$ cat config.mk
export PLATFORM = sky130hd
export DESIGN_NAME = irq_entry_seq
export DESIGN_NICKNAME = d
export VERILOG_FILES = /design/src/rtl/irq_entry_pkg.sv /design/src/rtl/irq_accept_gate.sv /design/src/rtl/irq_sr_compose.sv /design/src/rtl/irq_shadow_reg.sv /design/src/rtl/irq_entry_seq.sv
export SDC_FILE = /design/constraint.sdc
export NUM_CORES = 1
export LEC_CHECK = 0
export BUFFER_PORTS_ARGS = -buffer_cell sky130_fd_sc_hd__buf_4
export CORE_UTILIZATION = 45
export DETAILED_ROUTE_END_ITERATION = 10
export PLACE_DENSITY = 0.78
export SETUP_SLACK_MARGIN = 0.4
export SLEW_MARGIN = 40
export SYNTH_ARGS = -nofsm -noshare
export SYNTH_HDL_FRONTEND = slang
export SYNTH_HIERARCHICAL = 1
export SYNTH_SLANG_ARGS = --single-unit
$ cat constraint.sdc
create_clock -name clk -period 4.9 [get_ports clk]
set_clock_uncertainty 0.15 [all_clocks]
set_input_delay 1.47 -clock clk [delete_from_list [all_inputs] [get_ports clk]]
set_output_delay 1.47 -clock clk [all_outputs]
set_load 0.01 [all_outputs]
$ cat src/rtl/irq_entry_pkg.sv
package irq_entry_pkg;

  // Decision taken by the acceptance gate on each cycle.
  typedef enum logic [1:0] {
    GATE_IDLE  = 2'd0,   // no request
    GATE_WAIT  = 2'd1,   // request pending, no boundary yet
    GATE_BLOCK = 2'd2,   // boundary reached but entry inhibited
    GATE_TAKE  = 2'd3    // entry happens on this edge
  } gate_e;

endpackage

$ cat src/rtl/irq_accept_gate.sv
module irq_accept_gate
  import irq_entry_pkg::*;
(
  input  logic  req_i,
  input  logic  brk_i,
  input  logic  blk_i,
  input  logic  busy_i,
  output gate_e decision_o
);

  always_comb begin
    if (!req_i) begin
      decision_o = GATE_IDLE;
    end else if (!brk_i) begin
      decision_o = GATE_WAIT;
    end else if (blk_i || busy_i) begin
      decision_o = GATE_BLOCK;
    end else begin
      decision_o = GATE_TAKE;
    end
  end

endmodule

$ cat src/rtl/irq_sr_compose.sv
module irq_sr_compose #(
  parameter int unsigned W      = 32,
  parameter int unsigned BL_POS = 28,
  parameter int unsigned RB_POS = 29,
  parameter int unsigned MD_POS = 30
) (
  input  logic [W-1:0] sr_i,
  output logic [W-1:0] sr_o
);

  for (genvar b = 0; b < W; b++) begin : g_bit
    if (b == BL_POS || b == RB_POS || b == MD_POS) begin : g_force
      assign sr_o[b] = 1'b1;
    end else begin : g_keep
      assign sr_o[b] = sr_i[b];
    end
  end

endmodule

$ cat src/rtl/irq_shadow_reg.sv
module irq_shadow_reg #(
  parameter int unsigned W = 32
) (
  input  logic         clk,
  input  logic         rst_n,
  input  logic         en,
  input  logic [W-1:0] d,
  output logic [W-1:0] q
);

  logic [W-1:0] q_nxt;

  always_comb begin
    q_nxt = q;
    if (en) begin
      q_nxt = d;
    end
  end

  always_ff @(posedge clk or negedge rst_n) begin
    if (!rst_n) begin
      q <= '0;
    end else begin
      q <= q_nxt;
    end
  end

endmodule

$ cat src/rtl/irq_entry_seq.sv
module irq_entry_seq
  import irq_entry_pkg::*;
#(
  parameter int unsigned W           = 32,
  parameter int unsigned CODE_W      = 12,
  parameter int unsigned BL_POS      = 28,
  parameter int unsigned RB_POS      = 29,
  parameter int unsigned MD_POS      = 30,
  parameter logic [W-1:0] HANDLER_OFS = 'h600
) (
  input  logic              clk,
  input  logic              rst_n,
  input  logic              irq_req_i,
  input  logic [CODE_W-1:0] irq_code_i,
  input  logic              insn_brk_i,
  input  logic [W-1:0]      sr_i,
  input  logic [W-1:0]      pc_i,
  input  logic [W-1:0]      sp_i,
  input  logic [W-1:0]      vbr_i,
  output logic              take_o,
  output logic [W-1:0]      pc_new_o,
  output logic [W-1:0]      sr_new_o,
  output logic [CODE_W-1:0] evt_o,
  output logic [W-1:0]      ssr_o,
  output logic [W-1:0]      spc_o,
  output logic [W-1:0]      sgr_o
);

  localparam int unsigned SYNC_STAGES = 2;

  // Reset: asynchronous assertion, synchronous release.
  logic [SYNC_STAGES-1:0] rst_pipe;
  logic                   rst_n_int;

  always_ff @(posedge clk or negedge rst_n) begin
    if (!rst_n) begin
      rst_pipe <= '0;
    end else begin
      rst_pipe <= {rst_pipe[SYNC_STAGES-2:0], 1'b1};
    end
  end

  assign rst_n_int = rst_pipe[SYNC_STAGES-1];

  // Acceptance decision.
  gate_e decision;
  logic  accept;
  logic  take_q;
  logic  take_nxt;

  irq_accept_gate u_gate (
    .req_i      (irq_req_i),
    .brk_i      (insn_brk_i),
    .blk_i      (sr_i[BL_POS]),
    .busy_i     (take_q),
    .decision_o (decision)
  );

  assign accept = (decision == GATE_TAKE);

  // Redirect strobe: next-state and register.
  always_comb begin
    take_nxt = accept;
  end

  always_ff @(posedge clk or negedge rst_n_int) begin
    if (!rst_n_int) begin
      take_q <= 1'b0;
    end else begin
      take_q <= take_nxt;
    end
  end

  assign take_o = take_q;

  // New status word and handler address.
  logic [W-1:0] sr_forced;
  logic [W-1:0] handler_pc;

  irq_sr_compose #(
    .W      (W),
    .BL_POS (BL_POS),
    .RB_POS (RB_POS),
    .MD_POS (MD_POS)
  ) u_sr_compose (
    .sr_i (sr_i),
    .sr_o (sr_forced)
  );

  assign handler_pc = vbr_i + HANDLER_OFS;

  // All state is captured on the same accepting edge.
  irq_shadow_reg #(.W(CODE_W)) u_evt (
    .clk (clk), .rst_n (rst_n_int), .en (accept), .d (irq_code_i), .q (evt_o)
  );

  irq_shadow_reg #(.W(W)) u_ssr (
    .clk (clk), .rst_n (rst_n_int), .en (accept), .d (sr_i), .q (ssr_o)
  );

  irq_shadow_reg #(.W(W)) u_spc (
    .clk (clk), .rst_n (rst_n_int), .en (accept), .d (pc_i), .q (spc_o)
  );

  irq_shadow_reg #(.W(W)) u_sgr (
    .clk (clk), .rst_n (rst_n_int), .en (accept), .d (sp_i), .q (sgr_o)
  );

  irq_shadow_reg #(.W(W)) u_srnew (
    .clk (clk), .rst_n (rst_n_int), .en (accept), .d (sr_forced), .q (sr_new_o)
  );

  irq_shadow_reg #(.W(W)) u_pcnew (
    .clk (clk), .rst_n (rst_n_int), .en (accept), .d (handler_pc), .q (pc_new_o)
  );

endmodule

---- Word-level counts from Yosys, hierarchy flattened ----
Cells that the tools add are included.
Widths: inputs -> output; s select.
word-level totals
  bits of input ports ..................... 144
  word-level logic and storage cells ...... 14
  bits in registers ....................... 175
operators by class
  add/sub/neg operators ................... 1
  equal/unequal tests ..................... 1
  reductions and logical operators ........ 1
  mux-type cells .......................... 3
operators by type and width
  kind                    count
  $add 32x11->32 const B  1
  $mux 2                  2
  $eq 2x2->1 const B      1
  $logic_or 1x1->1        1
  $mux 1                  1

---- Longest topological paths before layout ----
  depth after elaboration ................. 5
  mapped depth ............................ 7

---- Modules after synthesis ----
Netlist, hierarchy kept.
by module, submodules not included
  module                        cells each  times used  area each (um^2)
  irq_shadow_reg (u_pcnew ...)  68          5           1345.0
  irq_entry_seq                 65          1           518.0
  irq_shadow_reg (u_evt)        25          1           484.2
  irq_sr_compose                33          1           244.0
  irq_accept_gate               3           1           17.5

---- Least setup slack after synthesis ----
No wires, ideal clock.
  path type ............................... input to register
  from .................................... in vbr_i[9]
  to ...................................... reg u_pcnew.q[29]
  required time ........................... 4.625 ns
  stages .................................. 7
  arrival time ............................ 2.820 ns
  slack ................................... 1.805 ns
  cell sequence ........................... inv_1 > ha_1 > nand3b_1 > nor4_4 > nand4_1 > xnor2_1 > mux2_2
on the way
  longest elaborated chain between the ends .. 1
ends and longest elaborated chain
  item                    line                  text
  start: declaration      irq_entry_seq.sv:19   input logic [W-1:0] vbr_i,
  $add 32x11->32          irq_entry_seq.sv:90   assign handler_pc = vbr_i + HANDLER_OFS;
  net handler_pc[29]      irq_entry_seq.sv:78   logic [W-1:0] handler_pc;
  end signal: assignment  irq_shadow_reg.sv:24  q <= q_nxt;
  end: declaration        irq_shadow_reg.sv:8   output logic [W-1:0] q
The timed path passes the listed nets, and every way through them passes these cells.
A chain may end at the register's enable or synchronous reset.

---- Worst setup path in the final report ----
  from .................................... in sr_i[28]
  to ...................................... reg u_sgr.q[31]
on the way
  longest elaborated chain between the ends .. 5
ends and longest elaborated chain
  item                    line                   text
  start: declaration      irq_entry_seq.sv:16    input logic [W-1:0] sr_i,
  $logic_or 1x1->1        irq_accept_gate.sv:16  end else if (blk_i || busy_i) begin
  $mux 1                  irq_accept_gate.sv:16
  $mux 2                  irq_accept_gate.sv:14  end else if (!brk_i) begin
  $mux 2                  irq_accept_gate.sv:12  if (!req_i) begin
  net decision[0]         irq_entry_seq.sv:46    gate_e decision;
  $eq 2x2->1              irq_entry_seq.sv:59    assign accept = (decision == GATE_TAKE);
  net accept              irq_entry_seq.sv:47    logic accept;
  end signal: assignment  irq_shadow_reg.sv:24
  end: declaration        irq_shadow_reg.sv:8
The timed path passes the listed nets, and every way through them passes these cells.

==> impl_metrics.tcl <==
set metrics [dict create \
    io_pins 317 \
    post_cts_buffers 0 \
    drtIter0Drc 150 \
    switching_share 0.2754 \
    crit_chain "buf_4, o21ai_1, and2_1, and2_4, buf_12, mux2_2" \
    path_class "in -> reg" \
    fillers 1286 \
    initial_utilization 0.4619 \
    coreArea_sq_um 17300 \
    min_path_type "reg -> async" \
    final_antenna_net_count 0 \
    register_area_sq_um 4383 \
    grt_max_degree 90 \
    die-area_sq_um 18290 \
    firstDrtPassIters 4 \
    port-buffer-count 316 \
    status "completed" \
    rsz0062_at_grt "no" \
    ys_types 26 \
    area_growth_pct 34.20 \
    slew_headroom 0.5332 \
    root_buffer "clkbuf_16" \
    cts-resized-gates 0 \
    multi_input_area_sq_um 2997 \
    setup_viol 0 \
    drive_above_1_share 0.6935 \
    fin_tns_setup_ns 0 \
    final_nets 903 \
    grt_first_pass_wirelength_um 26880 \
    ys_warn_count 6 \
    ys_seq_elements 175 \
    min_period_ns 3.099 \
    die_width_um 135.2 \
    place_congestion 0.8122 \
    track_usage 0.1914 \
    power.leakage_uw 0.005302 \
    cts_buffers 17 \
    power.density_nw_per_um2 437.3 \
    max_slew.worst_pin.slew_ns 0.7002 \
    stdcell_count 995 \
    clk_pin_slew_ns 0.07 \
    fp-row-count 48 \
    seqPwrFrac 0.421 \
    vias_per_cell 4.814 \
    vias 4790 \
    dpl.cell_count 964 \
    cpPeakStageDelay_ns 0.57 \
    drc 0 \
    fp.dieH_um 135.2 \
    grt_pass1_vias 5038 \
    power.internal_uw 3397 \
    hold_violations 0 \
    ctsLongestPathBuffers 2 \
    pwr-share-clk 0.289 \
    endpoint_kind "flop" \
    cts_tree "yes" \
    crit_fanout 52 \
    cts_htree_levels 4 \
    netlist_area_sq_um 7989 \
    wl_um 17750 \
    p_comb_frac 0.290 \
    min_period_over_period 0.6324 \
    arrival_ns 3.25 \
    clkSinkCount 175 \
    max-vdd-ir-drop_mv 0.2291 \
    antenna_found_initial 0 \
    syn_inst 466 \
    cap_violations 0 \
    slowest_stage "and2_4" \
    syn_avg_cell_area_sq_um 17.14 \
    n_antenna_cell 0 \
    ctsHoldBuffers 0 \
    insertion_delay_ns 0.42 \
    avgRoutedWirePerCell_um 17.83 \
    ys_seq_area_frac 0.5482 \
    critPathRequiredTime_ns 5.05 \
    fmax_ghz 0.3227 \
    overflow 0 \
    maxSlewViolCount 0 \
    hpwl_um 12900 \
    cp-start-kind "input port" \
    switchingPower_uw 1291 \
]
-- layout by cell type, fill, tap and decap left out, drive strengths merged --
cell	n
buf	323
dfrtp	175
mux2	172
clkbuf	18
xnor2	14
inv	10
nand2	8
xor2	7
nand3	6
nor2	5
conb	4
and3	3
clkinvlp	3
nand4	3
o21ai	3
clkinv	3
and2	3
nor4	2
bufinv	2
and4	2
nand3b	1
or2	1
a21oi	1
ha	1
-- flip-flops by register name, summed over array words and instances (netlist names) --
register   cells
u_srnew/q     32
u_spc/q       32
take_o         1
rst_pipe       2
u_sgr/q       32
u_ssr/q       32
u_pcnew/q     32
u_evt/q       12
-- layer usage --
| layer | track usage | part of all wire | vias up |
|---|---|---|---|
| li1 | - | - | 2151 |
| met1 | 0.2320 | 0.40 | 2391 |
| met2 | 0.3091 | 0.49 | 216 |
| met3 | 0.06510 | 0.084 | 32 |
| met4 | 0.08427 | 0.026 | 0 |
| met5 | 0 | 0 | - |
-- power by group through the flow --
stage / sequential, uW / clock (uW) / combinational, uW
final: 1980 / 1350 / 1360
after detailed placement: 1990 / 0 / 1370
after CTS: 1980 / 1390 / 1370
after global placement: 1980 / 0 / 1330
after floorplan: 2130 / 0 / 533
after global routing: 2010 / 1440 / 1440
-- cell families (layout without fill, tap and decap cells) --
kind of cell             after synthesis  in the layout  synth area share
XOR/XNOR                              21             21           0.02302
flip-flops                           175            175            0.5482
AND/OR/NAND/NOR                       34             34           0.02819
buffers and inverters                 57            359           0.07799
adder cells (fa/ha/maj)                1              1          0.001566
multiplexers                         172            172            0.3176
AO/OA/AOI/OAI                          4              4          0.002505
other                                  2              4         0.0009401
-- path summary, 6_finish.rpt --
kind / cells after the start / slack (ns) / to / from
max in group asynchronous: 1 / 3.33 / u_srnew/q[12]$_DFFE_PN0P_ / rst_pipe[1]$_DFF_PN0_
max: 6 / 1.80 / u_sgr/q[31]$_DFFE_PN0P_ / sr_i[28]
min in group clk: 0 / 0.20 / rst_pipe[1]$_DFF_PN0_ / rst_pipe[0]$_DFF_PN0_
min: 0 / 0.14 / u_spc/q[12]$_DFFE_PN0P_ / rst_pipe[1]$_DFF_PN0_
min reg2reg: 0 / 0.14 / u_spc/q[12]$_DFFE_PN0P_ / rst_pipe[1]$_DFF_PN0_
max reg2reg: 5 / 2.55 / u_sgr/q[31]$_DFFE_PN0P_ / take_o$_DFF_PN0_
-- synthesized netlist by cell type (all sizes together) --
master | count | area, sq um
ha | 1 | 12.51
and3 | 3 | 18.77
conb | 2 | 7.510
xor2 | 7 | 61.31
buf | 53 | 608.1
inv | 4 | 15.01
nand2 | 8 | 30.03
nand4 | 3 | 33.78
mux2 | 172 | 2537
nor4 | 2 | 42.54
xnor2 | 14 | 122.6
nand3 | 6 | 30.03
nand3b | 1 | 7.510
o21ai | 3 | 15.01
a21oi | 1 | 5.000
and4 | 2 | 18.77
nor2 | 5 | 18.77
or2 | 1 | 6.260
dfrtp | 175 | 4379
and2 | 3 | 18.77
-- cell type report --
| cell class | instances | area share |
|---|---|---|
| Timing Repair Buffer | 324 | 0.2298 |
| Clock buffer | 17 | 0.03968 |
| Multi-Input combinational cell | 236 | 0.2795 |
| Tap cell | 225 | 0.02626 |
| Clock inverter | 14 | 0.01459 |
| Inverter | 4 | 0.001400 |
| Sequential cell | 175 | 0.4088 |
-- stage by stage --
stage / hold slack, ns / cell area [sq um] / power, uW / setup slack [ns] / util
finish: 0.1415 / 10720 / 4688 / 1.801 / 0.6199
global route: 0.1849 / 10720 / 4895 / 1.717 / 0.6199
global placement: 0.1478 / 10130 / 3314 / 1.413 / 0.5859
CTS: 0.1608 / 10720 / 4740 / 1.826 / 0.6197
floorplan: 0.1811 / 7998 / 2659 / 1.805 / -
detailed placement: 0.1593 / 10140 / 3360 / 1.369 / 0.5861
-- worst max-delay path: cells and delay by family --
family	cells	cell delay, ns
muxes	1	0.38
buffers and inverters	2	0.52
AOI/OAI and AO/OA	1	0.10
and+or+nand+nor	2	0.70
No activity file was read; power rests on OpenSTA's default activity.
